File: config.mk
export PLATFORM = sky130hd
export DESIGN_NAME = dac_cmd_writer
export DESIGN_NICKNAME = d
export VERILOG_FILES = /design/src/rtl/dac_writer_pkg.sv /design/src/rtl/dac_sclk_div.sv /design/src/rtl/dac_shift_reg.sv /design/src/rtl/dac_frame_ctrl.sv /design/src/rtl/dac_cmd_writer.sv
export SDC_FILE = /design/constraint.sdc
export NUM_CORES = 1
export LEC_CHECK = 0
export BUFFER_PORTS_ARGS = -buffer_cell sky130_fd_sc_hd__buf_2
export CAP_MARGIN = 20
export CORE_MARGIN = 2
export CORE_UTILIZATION = 55
export CTS_BUF_LIST = sky130_fd_sc_hd__clkbuf_16
export DETAILED_ROUTE_END_ITERATION = 12
export PLACE_DENSITY = 0.82
export SLEW_MARGIN = 30
export SYNTH_ARGS = -nofsm -noshare
export SYNTH_HDL_FRONTEND = slang
export SYNTH_HIERARCHICAL = 1
export SYNTH_SLANG_ARGS = --single-unit
File: constraint.sdc
create_clock -name clk_i -period 3.66 [get_ports clk_i]
set_input_delay 0.732 -clock clk_i [delete_from_list [all_inputs] [get_ports clk_i]]
set_output_delay 0.732 -clock clk_i [all_outputs]
set_load 0.02 [all_outputs]
File: src/rtl/dac_writer_pkg.sv
package dac_writer_pkg;
  localparam int WORD_W = 32;

  typedef enum logic [1:0] {
    ST_IDLE  = 2'd0,
    ST_SHIFT = 2'd1,
    ST_GAP   = 2'd2
  } frame_state_e;

  localparam logic [3:0] CMD_REF_SETUP = 4'h8;
  localparam logic [3:0] ADDR_ALL      = 4'hF;

  function automatic logic [WORD_W-1:0] pack_w16(input logic [3:0] cmd,
                                                 input logic [3:0] addr,
                                                 input logic [15:0] val);
    return {4'b0, cmd, addr, val, 4'b0};
  endfunction

  function automatic logic [WORD_W-1:0] pack_w12(input logic [3:0] cmd,
                                                 input logic [3:0] addr,
                                                 input logic [11:0] val);
    return {4'b0, cmd, addr, val, 8'b0};
  endfunction

  function automatic logic [WORD_W-1:0] pack_ref(input logic on);
    return {4'b0, CMD_REF_SETUP, ADDR_ALL, 19'b0, on};
  endfunction
endpackage

File: src/rtl/dac_sclk_div.sv
module dac_sclk_div #(
  parameter int DIV_W = 8
) (
  input  logic             clk_i,
  input  logic             rst_ni,
  input  logic             run_i,
  input  logic [DIV_W-1:0] ratio_i,
  output logic             tick_o
);
  logic [DIV_W-1:0] cnt_q;

  assign tick_o = run_i && (cnt_q == ratio_i);

  always_ff @(posedge clk_i or negedge rst_ni) begin
    if (!rst_ni)                 cnt_q <= '0;
    else if (!run_i || tick_o)   cnt_q <= '0;
    else                         cnt_q <= cnt_q + 1'b1;
  end

  // count never passes the latched ratio
  a_r5_cnt_bound: assert property (@(posedge clk_i) disable iff (!rst_ni)
    run_i |-> cnt_q <= ratio_i);
endmodule

File: src/rtl/dac_shift_reg.sv
module dac_shift_reg #(
  parameter int W = 32
) (
  input  logic         clk_i,
  input  logic         rst_ni,
  input  logic         load_i,
  input  logic [W-1:0] word_i,
  input  logic         shift_i,
  output logic         sdo_o,
  output logic         last_o
);
  localparam int CNT_W = $clog2(W);

  logic [W-1:0]     sreg_q;
  logic [CNT_W-1:0] bit_q;

  assign sdo_o  = sreg_q[W-1];
  assign last_o = (bit_q == CNT_W'(W-1));

  always_ff @(posedge clk_i or negedge rst_ni) begin
    if (!rst_ni) begin
      sreg_q <= '0;
      bit_q  <= '0;
    end else if (load_i) begin
      sreg_q <= word_i;
      bit_q  <= '0;
    end else if (shift_i) begin
      sreg_q <= {sreg_q[W-2:0], 1'b0};
      bit_q  <= bit_q + 1'b1;
    end
  end

  // no shift beyond the final bit
  a_r2_no_overshift: assert property (@(posedge clk_i) disable iff (!rst_ni)
    shift_i |-> !last_o);
  a_r3_load_excl_shift: assert property (@(posedge clk_i) disable iff (!rst_ni)
    !(load_i && shift_i));
endmodule

File: src/rtl/dac_frame_ctrl.sv
module dac_frame_ctrl
  import dac_writer_pkg::*;
#(
  parameter int DIV_W    = 8,
  parameter int GAP_CLKS = 3
) (
  input  logic             clk_i,
  input  logic             rst_ni,
  input  logic             wr_i,
  input  logic [DIV_W-1:0] ratio_i,
  input  logic             tick_i,
  input  logic             last_i,
  output logic [DIV_W-1:0] ratio_o,
  output logic             run_o,
  output logic             load_o,
  output logic             shift_o,
  output logic             sclk_o,
  output logic             sync_no,
  output logic             busy_o
);
  localparam int GAP_N = (GAP_CLKS < 1) ? 1 : GAP_CLKS;
  localparam int GAP_W = $clog2(GAP_N + 1);

  frame_state_e     state_q;
  logic             sclk_q, sync_q;
  logic [GAP_W-1:0] gap_q;
  logic [DIV_W-1:0] ratio_q;

  assign load_o  = wr_i && (state_q == ST_IDLE);
  assign run_o   = (state_q == ST_SHIFT);
  assign shift_o = run_o && tick_i && !sclk_q && !last_i;
  assign busy_o  = (state_q != ST_IDLE);
  assign sclk_o  = sclk_q;
  assign sync_no = sync_q;
  assign ratio_o = ratio_q;

  always_ff @(posedge clk_i or negedge rst_ni) begin
    if (!rst_ni) begin
      state_q <= ST_IDLE;
      sclk_q  <= 1'b1;
      sync_q  <= 1'b1;
      gap_q   <= '0;
      ratio_q <= '0;
    end else begin
      unique case (state_q)
        ST_IDLE: if (wr_i) begin
          state_q <= ST_SHIFT;
          sync_q  <= 1'b0;
          ratio_q <= ratio_i;
        end
        ST_SHIFT: if (tick_i) begin
          sclk_q <= !sclk_q;
          if (!sclk_q && last_i) begin
            state_q <= ST_GAP;
            sync_q  <= 1'b1;
            gap_q   <= '0;
          end
        end
        ST_GAP: begin
          if (gap_q == GAP_W'(GAP_N - 1)) state_q <= ST_IDLE;
          else                            gap_q   <= gap_q + 1'b1;
        end
        default: state_q <= ST_IDLE;
      endcase
    end
  end

  a_r1_idle_lines: assert property (@(posedge clk_i) disable iff (!rst_ni)
    (state_q == ST_IDLE) |-> (sync_q && sclk_q));
  a_r4_busy_when_low: assert property (@(posedge clk_i) disable iff (!rst_ni)
    !sync_q |-> busy_o);
  // sync only falls out of idle, i.e. after the full gap
  a_r7_gap_before_frame: assert property (@(posedge clk_i) disable iff (!rst_ni)
    $fell(sync_q) |-> $past(state_q) == ST_IDLE);
  a_r8_ratio_held: assert property (@(posedge clk_i) disable iff (!rst_ni)
    (run_o && $past(run_o)) |-> $stable(ratio_q));
endmodule

File: src/rtl/dac_cmd_writer.sv
module dac_cmd_writer
  import dac_writer_pkg::*;
#(
  parameter int DIV_W    = 8,
  parameter int GAP_CLKS = 3
) (
  input  logic             clk_i,
  input  logic             rst_ni,
  input  logic             bus_wr_i,
  input  logic [31:0]      bus_wdata_i,
  output logic [31:0]      bus_rdata_o,
  input  logic [DIV_W-1:0] clk_ratio_i,
  output logic             sync_no,
  output logic             sclk_o,
  output logic             sdo_o
);
  logic             run, tick, load, shift, last, busy;
  logic [DIV_W-1:0] ratio_q;

  dac_frame_ctrl #(.DIV_W(DIV_W), .GAP_CLKS(GAP_CLKS)) u_ctrl (
    .clk_i, .rst_ni,
    .wr_i    (bus_wr_i),
    .ratio_i (clk_ratio_i),
    .tick_i  (tick),
    .last_i  (last),
    .ratio_o (ratio_q),
    .run_o   (run),
    .load_o  (load),
    .shift_o (shift),
    .sclk_o  (sclk_o),
    .sync_no (sync_no),
    .busy_o  (busy)
  );

  dac_sclk_div #(.DIV_W(DIV_W)) u_div (
    .clk_i, .rst_ni,
    .run_i   (run),
    .ratio_i (ratio_q),
    .tick_o  (tick)
  );

  dac_shift_reg #(.W(WORD_W)) u_sreg (
    .clk_i, .rst_ni,
    .load_i  (load),
    .word_i  (bus_wdata_i),
    .shift_i (shift),
    .sdo_o   (sdo_o),
    .last_o  (last)
  );

  assign bus_rdata_o = {31'b0, busy};

  // data moves only with a rising serial clock inside a frame
  a_r3_sdo_on_rise: assert property (@(posedge clk_i) disable iff (!rst_ni)
    (!sync_no && $past(!sync_no) && !$stable(sdo_o)) |-> $rose(sclk_o));
endmodule

# Word-level counts from Yosys, hierarchy flattened
# Cells that the tools add are included.
[word_totals] output_inout_bits=35 ff_bits=59 elab_cells=59
[op_classes] muxes=18 eq_ne=10 reduce_logical=20 addsub=3
[ops] op="$mux W32" n=2
[ops] op="$mux W2" n=7
[ops] op="$reduce_and A4 Y1" n=3
[ops] op="$mux W5" n=2
[ops] op="$add A8 B1 Y8 const B" n=1
[ops] op="$eq A8 B8 Y1" n=1
[ops] op="$mux W8" n=1
[ops] op="$reduce_bool A2 Y1" n=4
[ops] op="$logic_and A1 B1 Y1" n=6
[ops] op="$ne A2 B2 Y1 const B" n=3
[ops] op="$pmux W2 S3" n=1
[ops] op="$add A5 B1 Y5 const B" n=1
[ops] op="$eq A5 B5 Y1 const B" n=1
[ops] op="$eq A2 B2 Y1 const B" n=2
[ops] op="$ne A2 B1 Y1 const B" n=2
[ops] op="$pmux W2 S2" n=1
[ops] op="$reduce_and A2 Y1" n=2
[ops] op="$logic_not A1 Y1" n=3
[ops] op="$mux W1" n=3
[ops] op="$add A2 B1 Y2 const B" n=1
[ops] op="$eq A2 B1 Y1 const B" n=1
[ops] op="$logic_not A2 Y1" n=1
[ops] op="$pmux W1 S2" n=1
[ops] op="$logic_or A1 B1 Y1" n=1

# Longest topological paths before layout
# Gate-level depths: netlist of run 1.
[depth] ltp_word=7 depth_mapped=10 mapped_depth_nobuf=7

# By module
# The synthesis of run 1 kept the hierarchy.
[modules_own_cells] mod="dac_shift_reg" cells_per_inst=161 area_per_inst_um2=1722.9 instances=1
[modules_own_cells] mod="dac_frame_ctrl" cells_per_inst=48 area_per_inst_um2=664.4 instances=1
[modules_own_cells] mod="dac_sclk_div" cells_per_inst=46 area_per_inst_um2=500.5 instances=1
[modules_own_cells] mod="dac_cmd_writer" cells_per_inst=33 area_per_inst_um2=244.0 instances=1

# Least setup slack after synthesis of run 1
# Ideal clock, no wire load.
[synth_timing] path_type="register to register" from="register u_ctrl.ratio_q[7], in the netlist u_ctrl/ratio_o[7]" to="register u_sreg.sreg_q[10]" required_time_ns=3.528 slack_ns=1.327 path_stages_with_launch=10 setup_ns=0.132 path_buffers=2 t_arrival_ns=2.201 synth_period_minus_slack_ns=2.333 cell_sequence="dfrtp_1 > xor2_2 > nor4_2 > and3_1 > nand2_1 > nor3_2 > buf_6 > buf_6 > mux2i_1 > o21ai_1"
[synth_between] elab_chain_len=6
[synth_rtl] element="start: declaration" line_no="dac_frame_ctrl.sv:27" rtl="logic [DIV_W-1:0] ratio_q;"
[synth_rtl] element="start signal: assignment" line_no="dac_frame_ctrl.sv:49" rtl="ratio_q <= ratio_i;"
[synth_rtl] element="$eq A8 B8 Y1" line_no="dac_sclk_div.sv:12" rtl="assign tick_o = run_i && (cnt_q == ratio_i);"
[synth_rtl] element="$logic_and A1 B1 Y1" line_no="dac_sclk_div.sv:12"
[synth_rtl] element="net tick" line_no="dac_cmd_writer.sv:17" rtl="logic run, tick, load, shift, last, busy;"
[synth_rtl] element="$logic_and A1 B1 Y1 (3 in series)" line_no="dac_frame_ctrl.sv:31" rtl="assign shift_o = run_o && tick_i && !sclk_q && !last_i;"
[synth_rtl] element="net shift" line_no="dac_cmd_writer.sv:17"
[synth_rtl] element="$reduce_bool A2 Y1 (no source line)"
[synth_rtl] element="end signal: assignment" line_no="dac_shift_reg.sv:25" rtl="sreg_q <= word_i;"
[synth_rtl] element="end signal: assignment" line_no="dac_shift_reg.sv:28" rtl="sreg_q <= {sreg_q[W-2:0], 1'b0};"
[synth_rtl] element="end: declaration" line_no="dac_shift_reg.sv:14" rtl="logic [W-1:0] sreg_q;"
# The timed path passes the listed nets, and every way through them passes these cells.
# A chain may end at the register's enable or synchronous reset.

# Worst setup path after layout of run 1
[layout_timing] from="register u_div.cnt_q[5]" to="register u_sreg.bit_q[3]"
[layout_between] elab_chain_len=6
[layout_rtl] element="start: declaration" line_no="dac_sclk_div.sv:10" rtl="logic [DIV_W-1:0] cnt_q;"
[layout_rtl] element="start signal: assignment" line_no="dac_sclk_div.sv:17" rtl="else cnt_q <= cnt_q + 1'b1;"
[layout_rtl] element="$eq A8 B8 Y1" line_no="dac_sclk_div.sv:12"
[layout_rtl] element="$logic_and A1 B1 Y1" line_no="dac_sclk_div.sv:12"
[layout_rtl] element="net tick" line_no="dac_cmd_writer.sv:17"
[layout_rtl] element="$logic_and A1 B1 Y1 (3 in series)" line_no="dac_frame_ctrl.sv:31"
[layout_rtl] element="net shift" line_no="dac_cmd_writer.sv:17"
[layout_rtl] element="$reduce_bool A2 Y1 (no source line)"
[layout_rtl] element="end signal: assignment" line_no="dac_shift_reg.sv:29" rtl="bit_q <= bit_q + 1'b1;"
[layout_rtl] element="end: declaration" line_no="dac_shift_reg.sv:15" rtl="logic [CNT_W-1:0] bit_q;"
# The timed path passes the listed nets, and every way through them passes these cells.

==> results of run 1 <==
synthesized netlist by cell type, types with 2 or more instances:
cell type and count:
sky130_fd_sc_hd__ha_1 4, sky130_fd_sc_hd__mux2i_1 33, sky130_fd_sc_hd__dfrtp_1 57, sky130_fd_sc_hd__buf_4 35, sky130_fd_sc_hd__nor4_2 2, sky130_fd_sc_hd__a21oi_1 2, sky130_fd_sc_hd__nand2_1 39, sky130_fd_sc_hd__a221oi_1 3
sky130_fd_sc_hd__inv_1 3, sky130_fd_sc_hd__nand4_1 2, sky130_fd_sc_hd__dfstp_2 2, sky130_fd_sc_hd__nor2_1 5, sky130_fd_sc_hd__and3_1 2, sky130_fd_sc_hd__a211oi_1 5, sky130_fd_sc_hd__or3_1 3, sky130_fd_sc_hd__o21ai_1 31
sky130_fd_sc_hd__xor2_1 8, sky130_fd_sc_hd__xor2_2 2, sky130_fd_sc_hd__xnor2_1 4, sky130_fd_sc_hd__o22ai_1 2, sky130_fd_sc_hd__mux2_4 8, sky130_fd_sc_hd__nand2b_1 2, sky130_fd_sc_hd__clkbuf_1 4, sky130_fd_sc_hd__o21ai_0 7
sky130_fd_sc_hd__nand3_1 3, sky130_fd_sc_hd__buf_6 4, sky130_fd_sc_hd__buf_2 3
kinds of logic (layout without fill, tap and decap cells):
group	after synthesis	in the layout	synth area share (%)
other	1	31	0.120
xor gates and xnor gates	14	14	4.39
DFF	59	59	47.2
buffers and inverters	49	71	11.1
muxes	42	42	14.7
adders and majority gates	4	4	1.60
and+or+nand+nor	68	68	11.6
AOI/OAI and AO/OA	51	51	9.15
routing by layer:
layer	part of all wire, %	wire length, µm	track usage (%)	vias up
met4	1.6	88	10.3	0
met2	49	2710	29.8	61
met3	5.2	283	5.32	10
li1	-	-	-	1030
met5	0	0	0	-
met1	44	2410	24.5	998
through the flow:
step                      util (%)  instances  hold slack [ns]  power [mW]
after floorplan                  -        318            0.436        1.51
after global placement        59.4        395            0.477        1.61
after detailed placement      59.4        395            0.479        1.64
after CTS                     64.6        411            0.488        2.47
after global routing          64.9        412            0.510        2.59
final                         64.9        412            0.483        2.44
state kept, by name, summed over array words and instances (netlist names):
name and flops:
u_sreg/bit_q 5, u_ctrl/ratio_o 8, u_ctrl/sclk_o 1, u_ctrl/state_q 2, u_div/cnt_q 8, u_ctrl/sync_no 1
u_sreg/sreg_q 32, u_ctrl/gap_q 2
final cells by class:
class | instances | share of cell area (%)
Inverter | 3 | 0.315
Multi-Input combinational cell | 210 | 39.8
Clock inverter | 7 | 1.68
Tap cell | 72 | 2.52
Clock buffer | 9 | 6.30
Sequential cell | 59 | 41.4
Timing Repair Buffer | 52 | 8.05
worst max-delay path by stage:
stage,slack (ns),end,start
3_5_place_dp,1.19,u_sreg/bit_q[3],u_div/cnt_q[5]
3_3_place_gp,1.26,u_sreg/bit_q[3],u_div/cnt_q[5]
2_1_floorplan,1.33,u_sreg/sreg_q[10],u_ctrl/ratio_o[7]
6_report,1.15,u_sreg/bit_q[3],u_div/cnt_q[5]
5_1_grt,0.96,u_sreg/bit_q[3],u_div/cnt_q[4]
4_1_cts,1.14,u_sreg/bit_q[3],u_div/cnt_q[4]
critical path, cell delays in order, from the launching register on:
cell and delay (ns):
sky130_fd_sc_hd__dfrtp_1 0.42, sky130_fd_sc_hd__xor2_1 0.17, sky130_fd_sc_hd__nor4_2 0.27, sky130_fd_sc_hd__buf_4 0.20
sky130_fd_sc_hd__and3_1 0.21, sky130_fd_sc_hd__nand2_1 0.12, sky130_fd_sc_hd__nor3_4 0.22, sky130_fd_sc_hd__buf_4 0.31
sky130_fd_sc_hd__nand4_1 0.14, sky130_fd_sc_hd__mux2_1 0.32
where the power goes:
group          internal [mW]  switching [mW]
clock network          0.517           0.274
logic                  0.265           0.291
registers              0.909           0.187
total                   1.69           0.752
==> qor_table.md, run 1 <==
| Item | Value | Unit |
|:---|:---|:---|
| Die boundary height | 79.5 | µm |
| Largest net degree at the start of global routing | 79 | - |
| Top post-synthesis cells by area | sky130_fd_sc_hd__dfrtp_1, sky130_fd_sc_hd__mux2i_1, sky130_fd_sc_hd__buf_4, sky130_fd_sc_hd__o21ai_1, sky130_fd_sc_hd__nand2_1 | - |
| Half-perimeter wire length after placement | 3560 | µm |
| Share of flip-flops with an asynchronous set or reset | 100 | % |
| Total setup buffers inserted after CTS | 0 | - |
| Clk_skew | 0.00469 | ns |
| Drt first-iter violations | 97 | - |
| Worst-path fanout max | 16 | - |
| Worst hold path cell count | 2 | - |
| Starting density of the core | 56.9 | % |
| Number of distinct library cell variants in the gate-level netlist after synthesis | 40 | - |
| Via Count | 2099 | - |
| CTS Buffer Depth | 2 | - |
| Time the final worst path needs with I/O delays and setup | 2.51 | ns |
| Setup slack after placement | 1.19 | ns |
| Post-CTS Resized | 0 | - |
| Gr usage total | 19.2 | % |
| Clock tree from TritonCTS | yes | - |
| Sequential share of the synthesized area | 47.2 | % |
| Ant. Diodes | 0 | - |
| Most used DFF post-synth | sky130_fd_sc_hd__dfrtp_1 | - |
| Number of sinks on the clock net | 59 | - |
| Area growth syn-to-layout | 14.2 | % |
| Max Clock Freq | 399 | MHz |
| Clock edge transition at the registers on the reported setup and hold paths | 0.05 | ns |
| Slew Limit Fails | 0 | - |
| Req. time, crit path | 3.86 | ns |
| Outcome | finished clean | - |
| Kind of end point of the critical path | flip-flop | - |
| Category of the most critical setup path | flip-flop to flip-flop | - |
| Static leakage | 1.57 | nW |
| Gp weighted congestion | 0.857 | - |
| Most frequent cells in the layout | sky130_fd_sc_hd__dfrtp_1, sky130_fd_sc_hd__buf_2, sky130_fd_sc_hd__nand2_1 | - |
| Summed area of non-filler cells in the final layout | 0.00358 | mm² |
| Via count of the first global-routing pass | 2061 | - |
| Post-placement cell area | 0.00327 | mm² |
| Synth top area share | 45.5 | % |
| H-tree level count | 3 | - |
| Area of the multi-input gates | 0.00142 | mm² |
| Count of mapped cells out of synthesis | 288 | - |
| Mapped Avg Cell Area | 10.9 | µm² |
| Worst r2r src | u_div/cnt_q[5] | - |
| Fillers | 443 | - |
| Count of synthesis-stage warnings from yosys | 6 | - |
| Worst reg2reg path depth | 9 | - |
| Worst R2R End | u_sreg/bit_q[3] | - |
| Layout net count | 382 | - |
| Reg2Reg Setup Slack | 1.15 | ns |
| Worst VDD drop | 0.395 | mV |
| Type of the worst min-delay path | flip-flop to flip-flop | - |
| Biggest area consumer among synthesized cells | sky130_fd_sc_hd__dfrtp_1 | - |
| Area enclosed by the die boundary | 0.00631 | mm² |
| Number of flops mapped to enable cells by yosys | 0 | - |
| Layout cell share with drive strength beyond 1 | 25.3 | % |
| Avg WL per Cell | 13.3 | µm |
| Placement Rows | 27 | - |
| Type of element launching the critical path | flip-flop | - |
| Routed WL | 5490 | µm |
| Power per standard cell area | 683 | mW/mm² |
| Core outline area | 0.00551 | mm² |
| Final count of negative-setup-slack endpoints | 0 | - |
| Source-to-sink clock delay at the later pin of the worst-skew pair | 0.32 | ns |
| Unrepaired setup endpoints after global routing | false | - |
| Worst slew margin relative to its limit | 46.2 | % |
| Most common cell after layout, fill and taps aside | sky130_fd_sc_hd__dfrtp_1 | - |
| Cts bufs inserted | 9 | - |
| Final hold vios | 0 | - |
| Syn Std Cell Area | 0.00313 | mm² |
| Total of hold buffers inserted after clock tree synthesis | 0 | - |
| Hold path startpoint | u_ctrl/sync_no | - |
| Total grt overflow | 0 | - |
| Antenna violations before repair | 0 | - |
| Actual slew at the worst max-slew pin | 0.807 | ns |
| Floorplan die width | 79.5 | µm |
| Setup TNS after final layout | 0 | ns |
| Final period util | 68.5 | % |
| Global-route wire length before repair | 9230 | µm |
| Data arrival, critical path | 2.71 | ns |
| Port-buffer cells | 46 | - |
| Final setup slack of the worst path | 1.15 | ns |
| Post-route DRC | 0 | - |
| Antenna Nets Post-Route | 0 | - |
| Flip-flop and latch count after synthesis | 59 | - |
| Via-per-instance ratio | 5.09 | - |
| Sequential cell area in the final layout | 0.00148 | mm² |
| First drt pass iteration count | 4 | - |
| Destination of the worst hold path | u_ctrl/sync_no | - |
| IO Count | 78 | - |
| Clock Root Buffer | sky130_fd_sc_hd__clkbuf_16 | - |
| Maxcap violations | 0 | - |
(Power assumes the default switching activity.)
==> run 2, diff against run 1 <==
CORE_UTILIZATION = 48   (was 55)
PLACE_DENSITY = 0.76   (was 0.82)
clock period = 2.3 ns   (was 3.66 ns; I/O delays follow)
==> run 2 against run 1 <==
  * Core utilization fell by 4.8 points
  * First-iteration DRC count fell by 27%
  * Clock-buffer cell count did not move
  * Via count barely moved
  * Register-to-register slack got worse by 1.2 ns
  * Design area rose by 6.2%
  * Largest cell class unchanged
  * Total power rose by 72%
  * Combinational power rose by 82%
  * Setup slack got worse by 1.2 ns
  * Clock power rose by 85%
  * Non-clock buffer count rose by 10
  * The run now ends with negative setup slack left
  * Critical path type unchanged
  * Flip-flop and latch count did not move
==> qor_table.md, run 2 (synthesized netlist as in run 1, its figures left out) <==
| Item | Value | Unit |
|:---|:---|:---|
| Outcome | finished with violations | - |
| Violated checks | negative setup slack | - |
| Cts bufs inserted | 9 | - |
| DR top layer | met4 | - |
| Avg WL per Cell | 14.4 | µm |
| Placement Rows | 29 | - |
| Final hold vios | 0 | - |
| Die boundary height | 84.8 | µm |
| Port-buffer cells | 46 | - |
| Clk_skew | 0.00514 | ns |
| Source-to-sink clock delay at the later pin of the worst-skew pair | 0.32 | ns |
| Antenna violations before repair | 0 | - |
| Largest net degree at the start of global routing | 65 | - |
| Maxcap violations | 0 | - |
| Total grt overflow | 0 | - |
| Sequential cell area in the final layout | 0.00148 | mm² |
| Static leakage | 1.65 | nW |
| Core outline area | 0.00631 | mm² |
| Power per standard cell area | 1100 | mW/mm² |
| Setup slack after placement | 0.123 | ns |
| Setup TNS after final layout | -0.0140 | ns |
| Clock edge transition at the registers on the reported setup and hold paths | 0.06 | ns |
| Post-route DRC | 0 | - |
| Slew Limit Fails | 0 | - |
| Via count of the first global-routing pass | 2063 | - |
| Gr usage total | 17.1 | % |
| Actual slew at the worst max-slew pin | 0.740 | ns |
| First drt pass iteration count | 4 | - |
| Drt first-iter violations | 71 | - |
| Reg2Reg Setup Slack | -0.01 | ns |
| Global-route wire length before repair | 9640 | µm |
| Final period util | 101 | % |
| Unrepaired setup endpoints after global routing | true | - |
| Fillers | 542 | - |
| Layout net count | 392 | - |
| Gp weighted congestion | 0.767 | - |
| Most common cell after layout, fill and taps aside | sky130_fd_sc_hd__dfrtp_1 | - |
| Largest reg by FF count | u_sreg/sreg_q | - |
| Req. time, crit path | 2.51 | ns |
| Half-perimeter wire length after placement | 3740 | µm |
| Starting density of the core | 49.6 | % |
| Category of the most critical setup path | flip-flop to flip-flop | - |
| Area enclosed by the die boundary | 0.00719 | mm² |
| CTS Buffer Depth | 2 | - |
| Max Clock Freq | 432 | MHz |
| Ant. Diodes | 0 | - |
| Time the final worst path needs with I/O delays and setup | 2.31 | ns |
| Area growth syn-to-layout | 21.2 | % |
| Worst slew margin relative to its limit | 50.7 | % |
| Worst r2r src | u_ctrl/ratio_o[7] | - |
| Total of hold buffers inserted after clock tree synthesis | 0 | - |
| Routed WL | 6140 | µm |
| Via-per-instance ratio | 4.91 | - |
| Met3 Wirelength | 242 | µm |
| Type of element launching the critical path | flip-flop | - |
| Timing startpoint of the critical path | u_ctrl/ratio_o[7] | - |
| Metal-1 WL | 2750 | µm |
| H-tree level count | 3 | - |
| Final setup slack of the worst path | -0.0140 | ns |
| Kind of end point of the critical path | flip-flop | - |
| Capturing element of the worst setup path | u_sreg/bit_q[3] | - |
| Type of the worst min-delay path | primary input to async pin | - |
| Layout cell share with drive strength beyond 1 | 29.1 | % |
| Data arrival, critical path | 2.52 | ns |
| Area of the multi-input gates | 0.00145 | mm² |
| Worst VDD drop | 0.714 | mV |
| Clock tree from TritonCTS | yes | - |
| Floorplan die width | 84.8 | µm |
| Worst-path fanout max | 4 | - |
| Largest register FFs | 32 | - |
| Amount of wire on met2 after detailed routing | 3120 | µm |
| Number of sinks on the clock net | 59 | - |
| Via Count | 2098 | - |
| Antenna Nets Post-Route | 0 | - |
| IO Count | 78 | - |
| Final Instance Count excl. Fillers | 427 | - |
| Worst R2R End | u_sreg/bit_q[3] | - |
| Clock Root Buffer | sky130_fd_sc_hd__clkbuf_16 | - |
| Number of instances in the placed design | 403 | - |
| Most frequent cells in the layout | sky130_fd_sc_hd__dfrtp_1, sky130_fd_sc_hd__buf_2, sky130_fd_sc_hd__nand2_1 | - |
| Worst reg2reg path depth | 9 | - |
| Final count of negative-setup-slack endpoints | 1 | - |
## run 2: worst max-delay path, stage by stage (launching register included)
cell                      delay, ns
sky130_fd_sc_hd__dfrtp_1       0.40
sky130_fd_sc_hd__xor2_2        0.19
sky130_fd_sc_hd__nor4_4        0.31
sky130_fd_sc_hd__and3_4        0.25
sky130_fd_sc_hd__nand2_2       0.08
sky130_fd_sc_hd__nor3_4        0.29
sky130_fd_sc_hd__buf_12        0.16
sky130_fd_sc_hd__buf_6         0.09
sky130_fd_sc_hd__nand4_1       0.10
sky130_fd_sc_hd__mux2_1        0.32
## run 2: repair_timing
action,in CTS,in global routing
gates resized for setup,0,5
setup endpoints to repair,0,32
setup buffers,0,5
## run 2: metrics by stage
stage / utilization [%] / instance area (µm²) / power [mW] / hold slack (ns)
6_report: 60.1 / 3800 / 4.19 / 0.283
3_3_place_gp: 52.9 / 3340 / 2.62 / 0.470
2_1_floorplan: - / 3260 / 2.45 / 0.164
4_1_cts: 58.1 / 3670 / 4.16 / 0.306
5_1_grt: 60.1 / 3800 / 4.45 / 0.341
3_5_place_dp: 52.9 / 3340 / 2.67 / 0.486
## run 2: area by class of cell
type | instances | area share [%]
flip-flops and latches | 59 | 39.0
multi-input cells | 210 | 38.2
repair buffers | 62 | 11.3
clock buffers | 9 | 5.93
clock inverters | 7 | 2.67
well taps | 77 | 2.54
inverters | 3 | 0.297
## run 2: routing by layer
metal	vias to the layer above	global-route usage [%]
li1	1044	-
met1	994	23.1
met2	56	26.4
met3	4	5.11
met4	0	6.06
met5	-	0
## run 2: worst min-delay path by stage
stage	endpoint	slack, ns	depth (start not counted)
global route	u_ctrl/state_q[1]	0.34	2
finish	u_ctrl/ratio_o[0]	0.28	2
global placement	u_ctrl/sync_no	0.47	2
floorplan	u_ctrl/gap_q[0]	0.16	0
CTS	u_ctrl/state_q[0]	0.31	2
detailed placement	u_ctrl/sync_no	0.49	2
## run 2: report_power, final
group | internal [mW] | switching (mW) | total (mW)
registers | 1.45 | 0.279 | 1.73
logic | 0.482 | 0.525 | 1.01
clock network | 0.955 | 0.503 | 1.46
